<file path="src/rtl/tmr_pkg.sv">
package tmr_pkg;

    localparam int unsigned CNT_W   = 64;
    localparam int unsigned HALF_W  = 32;
    localparam int unsigned LANES   = CNT_W / 8;
    localparam int unsigned ROUTE_W = 5;

    // base writable configuration bits (periodic select added per capability)
    localparam logic [CNT_W-1:0] WR_BASE = 64'h0000_0000_0000_7F46;
    localparam logic [CNT_W-1:0] WR_PER  = 64'h0000_0000_0000_0008;

    typedef struct packed {
        logic               fsb_en;
        logic [ROUTE_W-1:0] route;
        logic               m32;
        logic               vset;
        logic               per;
        logic               en;
        logic               lvl;
    } chan_cfg_t;

    function automatic logic [CNT_W-1:0] lane_mask(input logic [LANES-1:0] be);
        logic [CNT_W-1:0] m;
        for (int i = 0; i < LANES; i++) m[i*8 +: 8] = {8{be[i]}};
        return m;
    endfunction

    function automatic logic reached(input logic [CNT_W-1:0] cnt,
                                     input logic [CNT_W-1:0] tgt,
                                     input logic             m32);
        logic [CNT_W-1:0]  d64;
        logic [HALF_W-1:0] d32;
        d64 = cnt - tgt;
        d32 = cnt[HALF_W-1:0] - tgt[HALF_W-1:0];
        return m32 ? ~d32[HALF_W-1] : ~d64[CNT_W-1];
    endfunction

    function automatic logic [CNT_W-1:0] cfg_to_word(input chan_cfg_t c,
                                                      input logic [CNT_W-1:0] caps);
        logic [CNT_W-1:0] w;
        w      = caps;
        w[1]   = c.lvl;
        w[2]   = c.en;
        w[3]   = c.per;
        w[6]   = c.vset;
        w[8]   = c.m32;
        w[13:9] = c.route;
        w[14]  = c.fsb_en;
        return w;
    endfunction

    function automatic chan_cfg_t word_to_cfg(input logic [CNT_W-1:0] w);
        chan_cfg_t c;
        c.lvl    = w[1];
        c.en     = w[2];
        c.per    = w[3];
        c.vset   = w[6];
        c.m32    = w[8];
        c.route  = w[13:9];
        c.fsb_en = w[14];
        return c;
    endfunction

endpackage

</file>
<file path="src/rtl/evt_cfg_reg.sv">
module evt_cfg_reg
    import tmr_pkg::*;
#(
    parameter bit          PER_CAP   = 1'b1,
    parameter bit          WIDE_CAP  = 1'b1,
    parameter bit          FSB_CAP   = 1'b0,
    parameter logic [31:0] ROUTE_CAP = 32'h00F0_0000
) (
    input  logic             clk,
    input  logic             rst,
    input  logic             we_i,
    input  logic             cmp_we_i,
    input  logic [LANES-1:0] be_i,
    input  logic [CNT_W-1:0] wdata_i,
    output logic [CNT_W-1:0] rd_o,
    output logic             lvl_o,
    output logic             en_o,
    output logic             per_o,
    output logic             vset_o,
    output logic             m32_o,
    output logic             lvl_fall_o
);
    localparam logic [CNT_W-1:0] CAPS =
        {ROUTE_CAP, 16'h0000, FSB_CAP, 9'h000, WIDE_CAP, PER_CAP, 4'h0};

    logic [CNT_W-1:0] wmask;
    generate
        if (PER_CAP) begin : g_per
            assign wmask = WR_BASE | WR_PER;
        end else begin : g_noper
            assign wmask = WR_BASE;
        end
    endgenerate

    chan_cfg_t        cfg_q, cfg_new;
    logic [CNT_W-1:0] m, merged;

    always_comb begin
        rd_o    = cfg_to_word(cfg_q, CAPS);
        m       = lane_mask(be_i) & wmask;
        merged  = (rd_o & ~m) | (wdata_i & m);
        cfg_new = word_to_cfg(merged);
    end

    always_ff @(posedge clk) begin
        if (rst) begin
            cfg_q <= '0;
        end else if (we_i) begin
            cfg_q <= cfg_new;
        end else if (cmp_we_i) begin
            cfg_q.vset <= 1'b0;
        end
    end

    assign lvl_o      = cfg_q.lvl;
    assign en_o       = cfg_q.en;
    assign per_o      = cfg_q.per;
    assign vset_o     = cfg_q.vset;
    assign m32_o      = cfg_q.m32;
    assign lvl_fall_o = we_i & cfg_q.lvl & ~cfg_new.lvl;


    vset_clear_chk: assert property (@(posedge clk) disable iff (rst)
        (cmp_we_i && !we_i) |=> !vset_o);

endmodule

</file>
<file path="src/rtl/evt_cmp_unit.sv">
module evt_cmp_unit
    import tmr_pkg::*;
(
    input  logic             clk,
    input  logic             rst,
    input  logic [CNT_W-1:0] cnt_i,
    input  logic             per_i,
    input  logic             vset_i,
    input  logic             mode32_i,
    input  logic             we_i,
    input  logic [LANES-1:0] be_i,
    input  logic [CNT_W-1:0] wdata_i,
    output logic [CNT_W-1:0] tgt_o,
    output logic             hit_o
);
    logic [CNT_W-1:0] tgt_q, per_q, wm, tgt_wr, per_wr, tgt_step;
    logic             armed_q, prev_b31_q, match, wrap;

    always_comb begin
        wm = lane_mask(be_i);
        if (mode32_i) wm[CNT_W-1:HALF_W] = '0;
        tgt_wr = (tgt_q & ~wm) | (wdata_i & wm);
        per_wr = (per_q & ~wm) | (wdata_i & wm);
        if (mode32_i)
            tgt_step = {tgt_q[CNT_W-1:HALF_W], tgt_q[HALF_W-1:0] + per_q[HALF_W-1:0]};
        else
            tgt_step = tgt_q + per_q;
        match = armed_q & reached(cnt_i, tgt_q, mode32_i);
        wrap  = mode32_i & ~per_i & prev_b31_q & ~cnt_i[HALF_W-1];
        hit_o = match | wrap;
    end

    always_ff @(posedge clk) begin
        if (rst) begin
            tgt_q      <= '1;
            per_q      <= '0;
            armed_q    <= 1'b0;
            prev_b31_q <= 1'b0;
        end else begin
            prev_b31_q <= cnt_i[HALF_W-1];
            if (we_i) begin
                tgt_q   <= tgt_wr;
                armed_q <= 1'b1;
                if (vset_i) per_q <= per_wr;
            end else if (match) begin
                if (per_i) tgt_q   <= tgt_step;
                else       armed_q <= 1'b0;
            end
        end
    end

    assign tgt_o = tgt_q;


    oneshot_disarm_chk: assert property (@(posedge clk) disable iff (rst)
        (match && !per_i && !we_i) |=> !armed_q);


    period_reload_chk: assert property (@(posedge clk) disable iff (rst)
        (match && per_i && !we_i && !mode32_i) |=> ((tgt_q - $past(tgt_q)) == $past(per_q)));


    low_half_hit_chk: assert property (@(posedge clk) disable iff (rst)
        (mode32_i && armed_q && cnt_i[HALF_W-1:0] == tgt_q[HALF_W-1:0]) |-> hit_o);

endmodule

</file>
<file path="src/rtl/evt_irq_unit.sv">
module evt_irq_unit (
    input  logic clk,
    input  logic rst,
    input  logic lvl_i,
    input  logic en_i,
    input  logic hit_i,
    input  logic clr_i,
    input  logic lvl_fall_i,
    output logic sts_o,
    output logic irq_o
);
    logic sts_q;

    always_ff @(posedge clk) begin
        if (rst)             sts_q <= 1'b0;
        else if (lvl_fall_i) sts_q <= 1'b0;
        else if (lvl_i)      sts_q <= (sts_q & ~clr_i) | hit_i;
        else                 sts_q <= hit_i;
    end

    assign sts_o = sts_q;
    assign irq_o = sts_q & en_i;


    edge_pulse_chk: assert property (@(posedge clk) disable iff (rst)
        (!lvl_i && !hit_i) |=> !sts_o);


    level_hold_chk: assert property (@(posedge clk) disable iff (rst)
        (lvl_i && sts_o && !clr_i && !lvl_fall_i) |=> sts_o);


    type_clear_chk: assert property (@(posedge clk) disable iff (rst)
        lvl_fall_i |=> !sts_o);

endmodule

</file>
<file path="src/rtl/evt_cmp_chan.sv">
module evt_cmp_chan
    import tmr_pkg::*;
#(
    parameter bit          PER_CAP   = 1'b1,
    parameter bit          WIDE_CAP  = 1'b1,
    parameter bit          FSB_CAP   = 1'b0,
    parameter logic [31:0] ROUTE_CAP = 32'h00F0_0000
) (
    input  logic        clk,
    input  logic        rst,
    input  logic [63:0] cnt_i,
    input  logic        cfg_we_i,
    input  logic        cmp_we_i,
    input  logic [7:0]  be_i,
    input  logic [63:0] wdata_i,
    input  logic        sts_clr_i,
    output logic [63:0] cfg_rd_o,
    output logic [63:0] cmp_rd_o,
    output logic        sts_o,
    output logic        irq_o
);
    logic             lvl, en, per, vset, m32, lvl_fall, mode32, hit;
    logic [CNT_W-1:0] tgt;

    evt_cfg_reg #(
        .PER_CAP(PER_CAP), .WIDE_CAP(WIDE_CAP),
        .FSB_CAP(FSB_CAP), .ROUTE_CAP(ROUTE_CAP)
    ) u_cfg (
        .clk(clk), .rst(rst), .we_i(cfg_we_i), .cmp_we_i(cmp_we_i),
        .be_i(be_i), .wdata_i(wdata_i), .rd_o(cfg_rd_o),
        .lvl_o(lvl), .en_o(en), .per_o(per), .vset_o(vset),
        .m32_o(m32), .lvl_fall_o(lvl_fall)
    );

    assign mode32 = m32 | ~WIDE_CAP;

    evt_cmp_unit u_cmp (
        .clk(clk), .rst(rst), .cnt_i(cnt_i), .per_i(per), .vset_i(vset),
        .mode32_i(mode32), .we_i(cmp_we_i), .be_i(be_i), .wdata_i(wdata_i),
        .tgt_o(tgt), .hit_o(hit)
    );

    evt_irq_unit u_irq (
        .clk(clk), .rst(rst), .lvl_i(lvl), .en_i(en), .hit_i(hit),
        .clr_i(sts_clr_i), .lvl_fall_i(lvl_fall), .sts_o(sts_o), .irq_o(irq_o)
    );

    assign cmp_rd_o = mode32 ? {{HALF_W{1'b0}}, tgt[HALF_W-1:0]} : tgt;


    enable_gate_chk: assert property (@(posedge clk) disable iff (rst)
        !cfg_rd_o[2] |-> !irq_o);


    low_wrap_fire_chk: assert property (@(posedge clk) disable iff (rst)
        (cfg_rd_o[8] && !cfg_rd_o[3] && $past(cnt_i[31]) && !cnt_i[31] && !lvl_fall)
        |=> sts_o);

endmodule

</file>
<file path="config.mk">
export PLATFORM = sky130hd
export DESIGN_NAME = evt_cmp_chan
export DESIGN_NICKNAME = d
export VERILOG_FILES = /design/src/rtl/tmr_pkg.sv /design/src/rtl/evt_cfg_reg.sv /design/src/rtl/evt_cmp_unit.sv /design/src/rtl/evt_irq_unit.sv /design/src/rtl/evt_cmp_chan.sv
export SDC_FILE = /design/constraint.sdc
export NUM_CORES = 1
export LEC_CHECK = 0
export BUFFER_PORTS_ARGS = -buffer_cell sky130_fd_sc_hd__buf_2
export CORE_MARGIN = 1
export CORE_UTILIZATION = 40
export DETAILED_ROUTE_END_ITERATION = 16
export PLACE_DENSITY = 0.65
export RECOVER_POWER = 50
export SLEW_MARGIN = 20
export SYNTH_ARGS = -nofsm -noshare
export SYNTH_HDL_FRONTEND = slang
export SYNTH_SLANG_ARGS = --single-unit
export TNS_END_PERCENT = 10
</file>
<file path="constraint.sdc">
create_clock -name clk -period 3.8 [get_ports clk]
set_input_delay 0.38 -clock clk [delete_from_list [all_inputs] [get_ports clk]]
set_output_delay 0.38 -clock clk [all_outputs]
set_load 0.05 [all_outputs]
</file>
Word-level counts from Yosys, hierarchy flattened
Cells that the tools add are included.
{"block": "totals", "register_bits": 142, "latch_bits": 0, "ram_bits": 0, "rom_bits": 0, "inputBits": 141, "output_inout_bits": 130, "memories": 0}
{"block": "classes", "addsub": 4, "n_mul": 0, "div_mod_pow": 0, "order_cmp": 0, "n_eq_ne": 2, "n_shift": 0, "n_mux": 13, "bitwise": 26, "reduce_logical": 8}
{"op": "2-to-1 mux 64 bit", "count": 5}
{"op": "AND 64 bit", "count": 3}
{"op": "bitwise OR 64 bit", "count": 2}
{"op": "adder 64 bit", "count": 1}
{"op": "inverter 64 bit", "count": 1}
{"op": "subtractor 64 bit", "count": 1}
{"op": "adder 32 bit", "count": 1}
{"op": "2-to-1 mux 32 bit", "count": 1}
{"op": "subtractor 32 bit", "count": 1}
{"op": "AND 15 bit", "count": 2}
{"op": "inverter 15 bit", "count": 1}
{"op": "bitwise OR 15 bit", "count": 1}
{"op": "AND 1 bit", "count": 8}
{"op": "2-to-1 mux 1 bit", "count": 7}
{"op": "inverter 1 bit", "count": 6}
{"op": "AND reduction 2 bit", "count": 3}
{"op": "nonzero test 2 bit", "count": 3}
{"op": "inequality test 2 bit (second input constant)", "count": 2}
{"op": "AND reduction 3 bit", "count": 1}
{"op": "bitwise OR 1 bit", "count": 2}
{"op": "OR reduction 2 bit", "count": 1}

Depth between registers and ports, before layout
{"block": "depth", "depth_word": 7, "ltp_mapped": 15, "ltp_nobuf": 13}

By module
From an unflattened synthesis, not the netlist that was laid out.
{"block": "unflattened", "hier_cells": 1546, "area_unflattened_um2": 11828.8}
{"mod": "evt_cmp_unit", "instances": 1, "cells_each": 1395, "area_per_inst_um2": 10686.5}
{"mod": "evt_cfg_reg", "instances": 1, "cells_each": 111, "area_per_inst_um2": 869.6}
{"mod": "evt_cmp_chan", "instances": 1, "cells_each": 35, "area_per_inst_um2": 222.7}
{"mod": "evt_irq_unit", "instances": 1, "cells_each": 5, "area_per_inst_um2": 50.0}

Worst setup path after synthesis
Ideal clock, no wire load.
{"block": "synth_timing", "path_type": "reg2reg", "startpoint": "register with a tool-made name", "endpoint": "register with a tool-made name", "setup_time_ps": 124, "arrival_ps": 3219, "setup_slack_ps": 456, "stages_incl_launch_ff": 14, "path_buffers": 0, "period_less_slack_ps": 3344, "cell_sequence": "dfxtp_1 -> ha_1 -> fa_1 -> a211oi_1 -> o21ai_0 -> a21oi_1 -> o21ai_0 -> a41o_1 -> o21ai_2 -> o41ai_4 -> a2111oi_2 -> nor3b_1 -> mux2i_1 -> a2111o_1"}

==> impl_results.md <==
- Post-synthesis cell type count: just over 90
- Min-Delay Path Class: in -> reg
- Mapped cell area: ~0.012 mm²
- Critical Path End Type: flip-flop
- Worst Tran Pin Value: about 2500 ps
- Starting DRC count in detailed routing: 784
- Worst Clk Skew: 9.97 ps
- Layout cell share with drive strength beyond 1: 0.143
- Vias after detailed routing: between 10k and 15k
- H-tree levels: 4
- Maximum clock path buffer count: 2
- Sink count of the clock tree: between 100 and 150
- MaxCap Viol Count: 1
- Critical Path RT: just over 4000 ps
- Synth Instances: about 1.6k
- Gr usage total: 0.242
- Top_reg_cell synth: dfxtp_1
- Count leader, synth: nand2_1
- Post-DP HPWL: 29.2 mm
- Failing checks: capacitance limit, slew limit
- Final Power: 4.71 mW
- Worst-Skew Late Latency: 440 ps
- Leakage: 6.74 nW
- DR pass1 iterations: 8
- Syn-to-layout area delta: 12.0%
- Synth top cells by count: 187 x nand2_1, 180 x nor2_1, 166 x a21oi_1, 142 x dfxtp_1, 125 x ha_1
- Max_slew headroom: -0.692
- Fin area: 0.0134 mm²
- Worst hold slack: 185 ps
- GPL Wtd Cong: 0.907
- Initial antenna violation count: 4
- Asr flop ratio synth: 0
- Placed cell areas: 0.0129 mm²
- Initial Util: 0.411
- Unrepaired setup endpoints after global routing: no
- Antenna viol nets, final: 0
- Die area: between 0.03 and 0.04 mm²
- Status: complete, but fails checks
- Core area: 0.0291 mm²
- Endpoints failing setup: 0
- Critical Path AT: 3820 ps
- Post-CTS Setup Bufs: 0
- I/O pin count: approximately 270
- CP Max Fanout: 3
- Final Util: 0.461
- Fin. Hold Viols: 0
- Vias in the first global route: 11.1k
- IO buf count: 217
- Per-cell routed wire length: 17.5 µm
- Maximum clock rate: 286 MHz
- Number of synthesized register bits: 142
- Die width: roughly 170 µm
- DRC: 0
- Cts hold-fix bufs: 0
- PwrDens: 351 mW/mm²
- TritonCTS clock tree: yes
- Synth area leaders: dfxtp_1 24%, ha_1 13%, a21oi_1 6.9%
- Vias per cell: 5.51
- Final Slew Violations: 51
- Worst-path clk slew: 70 ps
- Grt total ovfl: 0
- Fin nets: between 2k and 2.5k
- CP Class: reg -> reg
- Final period util: 0.921
- Synth area leader: dfxtp_1
- Final TNS setup: 0 ps
- Root Driver: clkbuf_16
- Post-synth top area share: 0.238
- Num rows: 62
- TritonCTS Buffers: 17
- Ys Warns: 0
- Pin count of the biggest net entering global routing: 63
- Post-synthesis sequential area ratio: 0.238
- Number of synthesized flops with an enable pin: 0
- Startpoint types: flip-flop
- DRT Wirelength: 37.4 mm
- PostCTS Resize Cnt: 0
- Minimum clock period: between 3000 and 4000 ps
- Mean area per synthesized cell: 7.56 µm²
- Die H: 175 µm
- First-pass GRT wire length: a little under 60 mm
- Worst VDD drop: 0.317 mV
[logic make-up (layout without fill, tap and decap cells)]
logic type / after synthesis / in the layout / synth area share
simple gates: 525 / 525 / 0.200
mux: 37 / 37 / 0.0313
compound gates: 463 / 463 / 0.243
flops: 142 / 142 / 0.238
other cells: 2 / 56 / 0.000628
xor+xnor: 57 / 57 / 0.0417
buf+inv: 231 / 353 / 0.114
fa+ha+maj: 126 / 126 / 0.132
[through the flow]
stage               setup slack, ps  instances
finish                          301       2143
global route                   5.52       2143
CTS                             107       2140
detailed placement              135       2109
global placement                172       2109
floorplan                       456       1634
[routing by layer]
layer / share of wire / global-route usage / vias up / wire length [µm]
met5: 0.00032 / 0 / - / 12
met2: 0.45 / 0.390 / 419 / 16700
li1: - / - / 5814 / -
met3: 0.058 / 0.0357 / 55 / 2160
met4: 0.028 / 0.0953 / 2 / 1070
met1: 0.47 / 0.322 / 5525 / 17500
[cell type report]
type	count	area, µm²
Antenna cell	3	7.51
Clock inverter	12	139
Timing Repair Buffer	246	1230
Multi-Input combinational cell	1261	7970
Clock buffer	19	443
Inverter	76	285
Tap cell	384	480
Fill cell	3070	15700
Sequential cell	142	2840
[critical path, stage by stage (launching register included)]
cell,delay [ps]
dfxtp_1,320
ha_1,220
fa_1,450
a211oi_2,240
o21ai_1,150
a21oi_2,210
o21ai_0,150
a41o_1,250
o21ai_2,230
o41ai_4,110
a2111oi_2,410
nor3b_1,130
mux2i_1,130
a2111o_1,380
[placed cells by master (no fill, tap or decap), drive strengths merged, types with 9 or more instances in the layout]
master,netlist,routed
nor3,15,15
ha,125,125
o21ai,104,104
buf,109,181
o22ai,34,34
xor2,30,30
a211oi,11,11
nand4,27,27
nor2,181,181
and2,10,10
dfxtp,142,142
a21o,33,33
conb,2,53
inv,76,78
a21oi,167,167
nand2b,11,11
mux2i,34,34
xnor2,27,27
o21bai,21,21
and3,14,14
a31oi,12,12
o21a,9,9
nor2b,10,10
nand2,189,189
clkbuf,44,84
nand3,28,28
[where the power goes]
part	switching (mW)	internal (mW)	leakage (nW)	total, mW
clock	0.727	0.987	0.284	1.71
sequential	0.0555	1.54	1.16	1.59
combinational	0.948	0.454	5.30	1.40
total	1.73	2.98	6.74	4.71
[final timing paths]
check              startpoint        end  depth (start not counted)  slack, ps
hold reg to reg     flip-flop  flip-flop                          2        460
hold / removal    wdata_i[51]  flip-flop                          3        180
setup / recovery    flip-flop  flip-flop                         13        300
setup reg to reg    flip-flop  flip-flop                         13        300
No activity file was read; power rests on OpenSTA's default activity.
